[src/rtl/fe_seq_pkg.sv]
package fe_seq_pkg;

   typedef enum logic [2:0] {
      ST_IDLE  = 3'd0,
      ST_DELAY = 3'd1,
      ST_LOW   = 3'd2,
      ST_HIGH  = 3'd3,
      ST_RST   = 3'd4
   } seq_st_e;

endpackage

[src/rtl/fe_seq_timer.sv]
// Shared phase timer: load a length, count it down, flag the final cycle.
module fe_seq_timer #(
   parameter int W = 8
) (
   input  logic         clk,
   input  logic         rst_n,
   input  logic         load,
   input  logic [W-1:0] len,
   output logic         last
);

   logic [W-1:0] cnt_q;

   always_ff @(posedge clk or negedge rst_n) begin
      if (!rst_n) begin
         cnt_q <= '0;
      end else if (load) begin
         cnt_q <= (len == '0) ? W'(1) : len;
      end else if (cnt_q > W'(1)) begin
         cnt_q <= cnt_q - W'(1);
      end
   end

   assign last = (cnt_q <= W'(1));

endmodule

[src/rtl/fe_seq_marker.sv]
// Accumulates mismatches between the returned marker and its expected pulse.
module fe_seq_marker #(
   parameter int N_CH = 36,
   parameter int PW   = 6
) (
   input  logic          clk,
   input  logic          rst_n,
   input  logic          clr,
   input  logic          smp,
   input  logic [PW-1:0] pidx,
   input  logic          srout_i,
   output logic          err
);

   localparam logic [PW-1:0] MARK_P = PW'(N_CH - 1);

   logic expect_hi;
   assign expect_hi = (pidx == MARK_P);

   always_ff @(posedge clk or negedge rst_n) begin
      if (!rst_n) begin
         err <= 1'b0;
      end else if (clr) begin
         err <= 1'b0;
      end else if (smp && (srout_i != expect_hi)) begin
         err <= 1'b1;
      end
   end

endmodule

[src/rtl/fe_hold_seq.sv]
module fe_hold_seq
   import fe_seq_pkg::*;
#(
   parameter int N_CH  = 36,
   parameter int CNT_W = 8,
   localparam int CH_W = (N_CH > 1) ? $clog2(N_CH) : 1
) (
   input  logic             clk,
   input  logic             rst_n,
   input  logic             trig_i,
   input  logic             hold_pol_i,
   input  logic [CNT_W-1:0] hold_dly_i,
   input  logic [CNT_W-1:0] mux_hi_i,
   input  logic [CNT_W-1:0] mux_lo_i,
   input  logic [CNT_W-1:0] rst_len_i,
   input  logic             srout_i,
   output logic             hold_o,
   output logic             vfe_rst_o,
   output logic             muxclk_o,
   output logic             busy_o,
   output logic             done_o,
   output logic             err_o,
   output logic             ch_vld_o,
   output logic [CH_W-1:0]  ch_idx_o
);

   localparam int PW = $clog2(N_CH + 1);
   localparam logic [PW-1:0] LAST_P = PW'(N_CH);

   generate
      if (N_CH < 2) begin : g_bad_nch
         $error("fe_hold_seq: N_CH must be at least 2");
      end
      if (CNT_W < 1) begin : g_bad_cntw
         $error("fe_hold_seq: CNT_W must be at least 1");
      end
   endgenerate

   seq_st_e          st_q, st_d;
   logic             tmr_ld, tmr_last;
   logic [CNT_W-1:0] tmr_len;
   logic [PW-1:0]    pcnt_q;
   logic             accept, hi_end, mark_err;
   logic             ch_vld_q, done_q, err_q;
   logic [CH_W-1:0]  ch_idx_q;

   assign accept = (st_q == ST_IDLE) && trig_i;
   assign hi_end = (st_q == ST_HIGH) && tmr_last;

   always_comb begin
      st_d    = st_q;
      tmr_ld  = 1'b0;
      tmr_len = hold_dly_i;
      unique case (st_q)
         ST_IDLE: begin
            if (trig_i) begin
               st_d    = ST_DELAY;
               tmr_ld  = 1'b1;
               tmr_len = hold_dly_i;
            end
         end
         ST_DELAY: begin
            if (tmr_last) begin
               st_d    = ST_LOW;
               tmr_ld  = 1'b1;
               tmr_len = mux_lo_i;
            end
         end
         ST_LOW: begin
            if (tmr_last) begin
               st_d    = ST_HIGH;
               tmr_ld  = 1'b1;
               tmr_len = mux_hi_i;
            end
         end
         ST_HIGH: begin
            if (tmr_last) begin
               tmr_ld = 1'b1;
               if (pcnt_q == LAST_P) begin
                  st_d    = ST_RST;
                  tmr_len = rst_len_i;
               end else begin
                  st_d    = ST_LOW;
                  tmr_len = mux_lo_i;
               end
            end
         end
         ST_RST: begin
            if (tmr_last) begin
               st_d = ST_IDLE;
            end
         end
         default: st_d = ST_IDLE;
      endcase
   end

   always_ff @(posedge clk or negedge rst_n) begin
      if (!rst_n) begin
         st_q <= ST_IDLE;
      end else begin
         st_q <= st_d;
      end
   end

   always_ff @(posedge clk or negedge rst_n) begin
      if (!rst_n) begin
         pcnt_q   <= '0;
         ch_vld_q <= 1'b0;
         ch_idx_q <= '0;
         done_q   <= 1'b0;
         err_q    <= 1'b0;
      end else begin
         ch_vld_q <= 1'b0;
         done_q   <= 1'b0;
         if (accept) begin
            pcnt_q <= '0;
         end else if (hi_end && (pcnt_q != LAST_P)) begin
            pcnt_q   <= pcnt_q + PW'(1);
            ch_vld_q <= 1'b1;
            ch_idx_q <= pcnt_q[CH_W-1:0];
         end
         if ((st_q == ST_RST) && tmr_last) begin
            done_q <= 1'b1;
            err_q  <= mark_err;
         end
      end
   end

   fe_seq_timer #(.W(CNT_W)) u_timer (
      .clk   (clk),
      .rst_n (rst_n),
      .load  (tmr_ld),
      .len   (tmr_len),
      .last  (tmr_last)
   );

   fe_seq_marker #(.N_CH(N_CH), .PW(PW)) u_marker (
      .clk     (clk),
      .rst_n   (rst_n),
      .clr     (accept),
      .smp     (hi_end),
      .pidx    (pcnt_q),
      .srout_i (srout_i),
      .err     (mark_err)
   );

   logic hold_act;
   assign hold_act  = (st_q == ST_LOW) || (st_q == ST_HIGH);
   assign hold_o    = hold_act ? hold_pol_i : ~hold_pol_i;
   assign muxclk_o  = (st_q == ST_HIGH);
   assign vfe_rst_o = (st_q == ST_RST);
   assign busy_o    = (st_q != ST_IDLE);
   assign done_o    = done_q;
   assign err_o     = err_q;
   assign ch_vld_o  = ch_vld_q;
   assign ch_idx_o  = ch_idx_q;

endmodule

[config.mk]
export PLATFORM = sky130hd
export DESIGN_NAME = fe_hold_seq
export DESIGN_NICKNAME = d
export VERILOG_FILES = /design/src/rtl/fe_seq_pkg.sv /design/src/rtl/fe_seq_timer.sv /design/src/rtl/fe_seq_marker.sv /design/src/rtl/fe_hold_seq.sv
export SDC_FILE = /design/constraint.sdc
export NUM_CORES = 1
export LEC_CHECK = 0
export ABC_AREA = 1
export BUFFER_PORTS_ARGS = -buffer_cell sky130_fd_sc_hd__buf_2
export CELL_PAD_IN_SITES_DETAIL_PLACEMENT = 0
export CELL_PAD_IN_SITES_GLOBAL_PLACEMENT = 2
export CORE_MARGIN = 2
export CORE_UTILIZATION = 28
export CTS_CLUSTER_DIAMETER = 60
export DETAILED_ROUTE_END_ITERATION = 16
export PLACE_DENSITY = 0.86
export SETUP_SLACK_MARGIN = 0.1
export SKIP_CTS_REPAIR_TIMING = 1
export SYNTH_ARGS = -nofsm -noshare
export SYNTH_HDL_FRONTEND = slang
export SYNTH_HIERARCHICAL = 1
export SYNTH_SLANG_ARGS = --single-unit
export TNS_END_PERCENT = 10
[constraint.sdc]
create_clock -name clk -period 3 [get_ports clk]
set_input_delay 0.15 -clock clk [delete_from_list [all_inputs] [get_ports clk]]
set_output_delay 0.15 -clock clk [all_outputs]
set_load 0.01 [all_outputs]
==> out/qor.csv <==
stage,metric,value,unit
detailed_routing,per-cell via count in the routed design,4.41,
timing,RSZ-0062 raised after global routing,false,
power_and_ir_drop,clock network fraction of design power,13.1,%
placed_design,RePlAce Congestion,0.793,
run_status,status,finished clean,
placed_design,pre-CTS WS,0.555,ns
yosys,number of unique standard cell types used by synthesis,28,
timing,pins over their slew limit,0,
grt,initial antenna violation count,0,
die,core box area,0.00679,mm²
detailed_routing,antenna-violating nets left,0,
final_layout,NumNets Final,377,
critical_path,category of cells accounting for the largest share of critical-path delay,simple AND/OR/NAND/NOR gates,
critical_path,crit path max-delay cell type,sky130_fd_sc_hd__nor2_2,
final_layout,Non-Filler Instances,431,
final_layout,most used cells in the layout excluding fill and tap cells,"sky130_fd_sc_hd__nand2_1 (72), sky130_fd_sc_hd__buf_2 (49), sky130_fd_sc_hd__nand3_1 (48), sky130_fd_sc_hd__inv_1 (44), sky130_fd_sc_hd__dfrtp_1 (27)",
detailed_routing,number of design-rule violations left by the first detailed-router iteration,75,
critical_path,CP arrival,2.65,ns
grt,number of global-route vias before repair,1826,
timing,final number of hold-violating endpoints,0,
yosys,mux cell area share after synthesis,0,%
yosys,primary flip-flop cell chosen by synthesis mapping,sky130_fd_sc_hd__dfrtp_1,
power_and_ir_drop,Peak supply drop,0.216,mV
die,height of the chip,87.6,µm
power_and_ir_drop,areal power density over the cells,666,mW/mm²
power_and_ir_drop,switching fraction of total power,46.3,%
yosys,average cell area after synthesis,6.86,µm²
yosys,Mapped Nets,326,
critical_path,start-to-end type of the worst setup path,flip-flop to flip-flop,
die,die area,0.00767,mm²
detailed_routing,Routed WL,4840,µm
critical_path,Worst Setup Start Kind,flip-flop,
placed_design,hpwl dp,3910,µm
grt,global-route wire length before repair,8150,µm
final_layout,Antenna Diode Count,0,
critical_path,peak fanout along the critical path,16,
grt,global-route congestion overflow total,0,
yosys,number of enable-type register cells in the synthesized netlist,0,
yosys,area share of the largest cell type after synthesis,34.5,%
power_and_ir_drop,share of power burned in registers,36.7,%
power_and_ir_drop,static leakage power,0.00130,µW
yosys,area share of xor/xnor cells in the synthesized design,1.79,%
yosys,compound-cell area share of the yosys netlist,8.89,%
grt,global routing met2 resource utilization,22.2,%
grt,global routing usage summed across all routing layers,13.3,%
die,Die X-Extent,87.6,µm
yosys,combined area of all synthesized cells,0.00196,mm²
timing,final setup TNS,0,ns
grt,global-route met1 utilization,18.3,%
timing,slew at the pin closest to its max-slew limit,0.624,ns
die,standard-cell row count,30,
power_and_ir_drop,internal power,841,µW
timing,final worst clock skew,0.0102,ns
critical_path,type of destination of the critical path,flip-flop,
detailed_routing,number of vias after detailed routing,1901,
clocking,CTS Root Cell,sky130_fd_sc_hd__clkbuf_8,
critical_path,cell seen most often among critical-path stages,sky130_fd_sc_hd__nand2_1,
timing,total of endpoints with negative setup slack in the final report,0,
clocking,"buffers from clock root to sink, at most",2,
clocking,clock latency on the worst-skew pair,0.27,ns
timing,maximum operating frequency,409,MHz
clocking,sinks on the clock net,27,
yosys,largest cells by area after synthesis,"sky130_fd_sc_hd__dfrtp_1 (35%), sky130_fd_sc_hd__nand2_1 (14%), sky130_fd_sc_hd__nand3_1 (12%)",
detailed_routing,Routed wire per std cell,11.2,µm
power_and_ir_drop,net switching component of the power,725,µW
yosys,number of flip-flops and latches in the synthesized netlist,27,
timing,worst slew slack as a fraction of its limit,58.4,%
critical_path,"Buf+Inv Stages, Crit Path",4,
job,number of max-capacitance violations reported,0,
clocking,Clock Pin Slew Worst Setup and Hold Paths,0.10,ns
final_layout,"most common cell after layout, fill and taps aside",sky130_fd_sc_hd__nand2_1,
clocking,total CTS buffers,3,
timing,post-layout minimum cycle time,2.45,ns
yosys,adder and majority gate portion of the synthesized area,2.56,%
yosys,number of instances in the synthesized netlist,285,
critical_path,maximum cell stage delay along the critical path,0.44,ns
placed_design,total of buffers placed on input and output ports,49,
die,io pins,50,
grt,largest net degree at the start of global routing,28,
final_layout,share of final-layout standard cells stronger than drive strength 1,26.0,%
grt,met3 demand-to-capacity share in global routing,2.36,%
power_and_ir_drop,combinational cell fraction of total power,50.1,%
yosys,Synth area leader,sky130_fd_sc_hd__dfrtp_1,
worst_hold_path,type of the worst min-delay path,primary input to flip-flop,
timing,post-route setup slack,0.555,ns
clocking,H-tree depth,1,
detailed_routing,post-detailed-route DRC marker count,0,
placed_design,instance count after placement with tap cells included,426,
yosys,"Seq/Total Area, Yosys",34.5,%
clocking,CTS tree,done,
critical_path,critical path required time,3.21,ns
yosys,async set-reset flop share out of synthesis,100,%
die,Starting Density,28.8,%
timing,Final period util,81.5,%
yosys,simple-gate portion of the synthesized area,41.1,%
final_layout,signed area change from the synthesized netlist to the final layout,20.2,%
yosys,count of yosys warnings during synthesis,6,
grt,peak-usage layer in the global routing report,met2,
critical_path,cells traversed along the worst timing path,"inv_1, ha_1, inv_1, nand2_1, nand2_4, nor2_8, nand2_1, nor2_2, nand2_1, inv_1, nand3_1, nand2_1, inv_1, nor2_1, nand2_1, o21ai_0, nand3_1, nand2_1",
detailed_routing,first-pass detailed-route iteration total,5,
yosys,dominant combinational cell family by area after synthesis,simple AND/OR/NAND/NOR gates,
power groups by stage:
stage | Clock [µW] | Combinational [µW] | Sequential (µW)
after floorplan | 0 | 617 | 561
final | 206 | 785 | 575
after global placement | 0 | 794 | 583
after CTS | 216 | 798 | 576
after global routing | 228 | 917 | 594
after detailed placement | 0 | 795 | 584
synthesized netlist by cell type, types with 3 or more instances:
| cell | count |
|---|---|
| sky130_fd_sc_hd__o21ai_2 | 6 |
| sky130_fd_sc_hd__xor2_1 | 4 |
| sky130_fd_sc_hd__ha_1 | 4 |
| sky130_fd_sc_hd__nand4_1 | 3 |
| sky130_fd_sc_hd__nor2_1 | 21 |
| sky130_fd_sc_hd__nand2_2 | 3 |
| sky130_fd_sc_hd__nor2_4 | 3 |
| sky130_fd_sc_hd__or2_2 | 3 |
| sky130_fd_sc_hd__inv_1 | 44 |
| sky130_fd_sc_hd__dfrtp_1 | 27 |
| sky130_fd_sc_hd__nand2_1 | 72 |
| sky130_fd_sc_hd__nor2_2 | 8 |
| sky130_fd_sc_hd__nand3_1 | 48 |
| sky130_fd_sc_hd__inv_2 | 5 |
| sky130_fd_sc_hd__o21ai_0 | 8 |
| sky130_fd_sc_hd__a21oi_1 | 7 |
| sky130_fd_sc_hd__o21ai_1 | 6 |
cells by family after synthesis:
| logic type | after synthesis |
|---|---|
| and+or+nand+nor | 167 |
| buffers and inverters | 54 |
| AOI/OAI and AO/OA | 29 |
| DFF | 27 |
| xor gates and xnor gates | 4 |
| adders and majority gates | 4 |
path summary, 6_finish.rpt:
path                                   from               end  slack, ns  cells after the start
max                        u_timer/cnt_q[0]  u_timer/cnt_q[0]       0.55                     18
min                                 srout_i      u_marker/err       0.19                      4
max reg2reg                u_timer/cnt_q[0]  u_timer/cnt_q[0]       0.55                     18
min reg2reg                    u_marker/err             err_o       0.48                      2
max in group asynchronous             rst_n       ch_idx_o[1]       2.16                      2
min in group asynchronous             rst_n           st_q[0]       0.42                      2
worst reg2reg max path: stages (launching register included):
cell and delay, ns:
sky130_fd_sc_hd__dfrtp_1 0.41, sky130_fd_sc_hd__inv_1 0.08, sky130_fd_sc_hd__ha_1 0.16, sky130_fd_sc_hd__inv_1 0.05, sky130_fd_sc_hd__nand2_1 0.09, sky130_fd_sc_hd__nand2_4 0.07
sky130_fd_sc_hd__nor2_8 0.15, sky130_fd_sc_hd__nand2_1 0.11, sky130_fd_sc_hd__nor2_2 0.44, sky130_fd_sc_hd__nand2_1 0.11, sky130_fd_sc_hd__inv_1 0.08, sky130_fd_sc_hd__nand3_1 0.07
sky130_fd_sc_hd__nand2_1 0.06, sky130_fd_sc_hd__inv_1 0.05, sky130_fd_sc_hd__nor2_1 0.10, sky130_fd_sc_hd__nand2_1 0.05, sky130_fd_sc_hd__o21ai_0 0.16, sky130_fd_sc_hd__nand3_1 0.08
sky130_fd_sc_hd__nand2_1 0.06
layer usage:
layer | share of wire, % | up-vias
met2 | 50 | 32
met5 | 0 | -
met3 | 2.3 | 2
li1 | - | 999
met1 | 47 | 868
met4 | 0.37 | 0
registers in the layout, summed over array words and instances, names as in the netlist:
name / cells
err_o: 1
ch_vld_o: 1
u_timer/cnt_q: 8
pcnt_q: 6
done_o: 1
ch_idx_o: 6
st_q: 3
u_marker/err: 1
final cells by class:
class / count / area (µm²)
timing repair buffer: 51 / 263
inverter: 49 / 184
tap: 96 / 120
multi-input combinational: 204 / 1060
fill: 733 / 4440
sequential: 27 / 676
clock buffer: 4 / 45.0
stage by stage:
stage | area (µm²) | util (%) | hold slack [ns] | total power (µW)
2_1_floorplan | 1960 | - | -0.146 | 1180
3_3_place_gp | 2290 | 33.8 | 0.207 | 1380
3_5_place_dp | 2290 | 33.8 | 0.212 | 1380
4_1_cts | 2340 | 34.4 | -0.0910 | 1590
5_1_grt | 2350 | 34.6 | 0.219 | 1740
6_report | 2350 | 34.6 | 0.195 | 1570
Note: power is estimated with default switching activity, not from simulation.
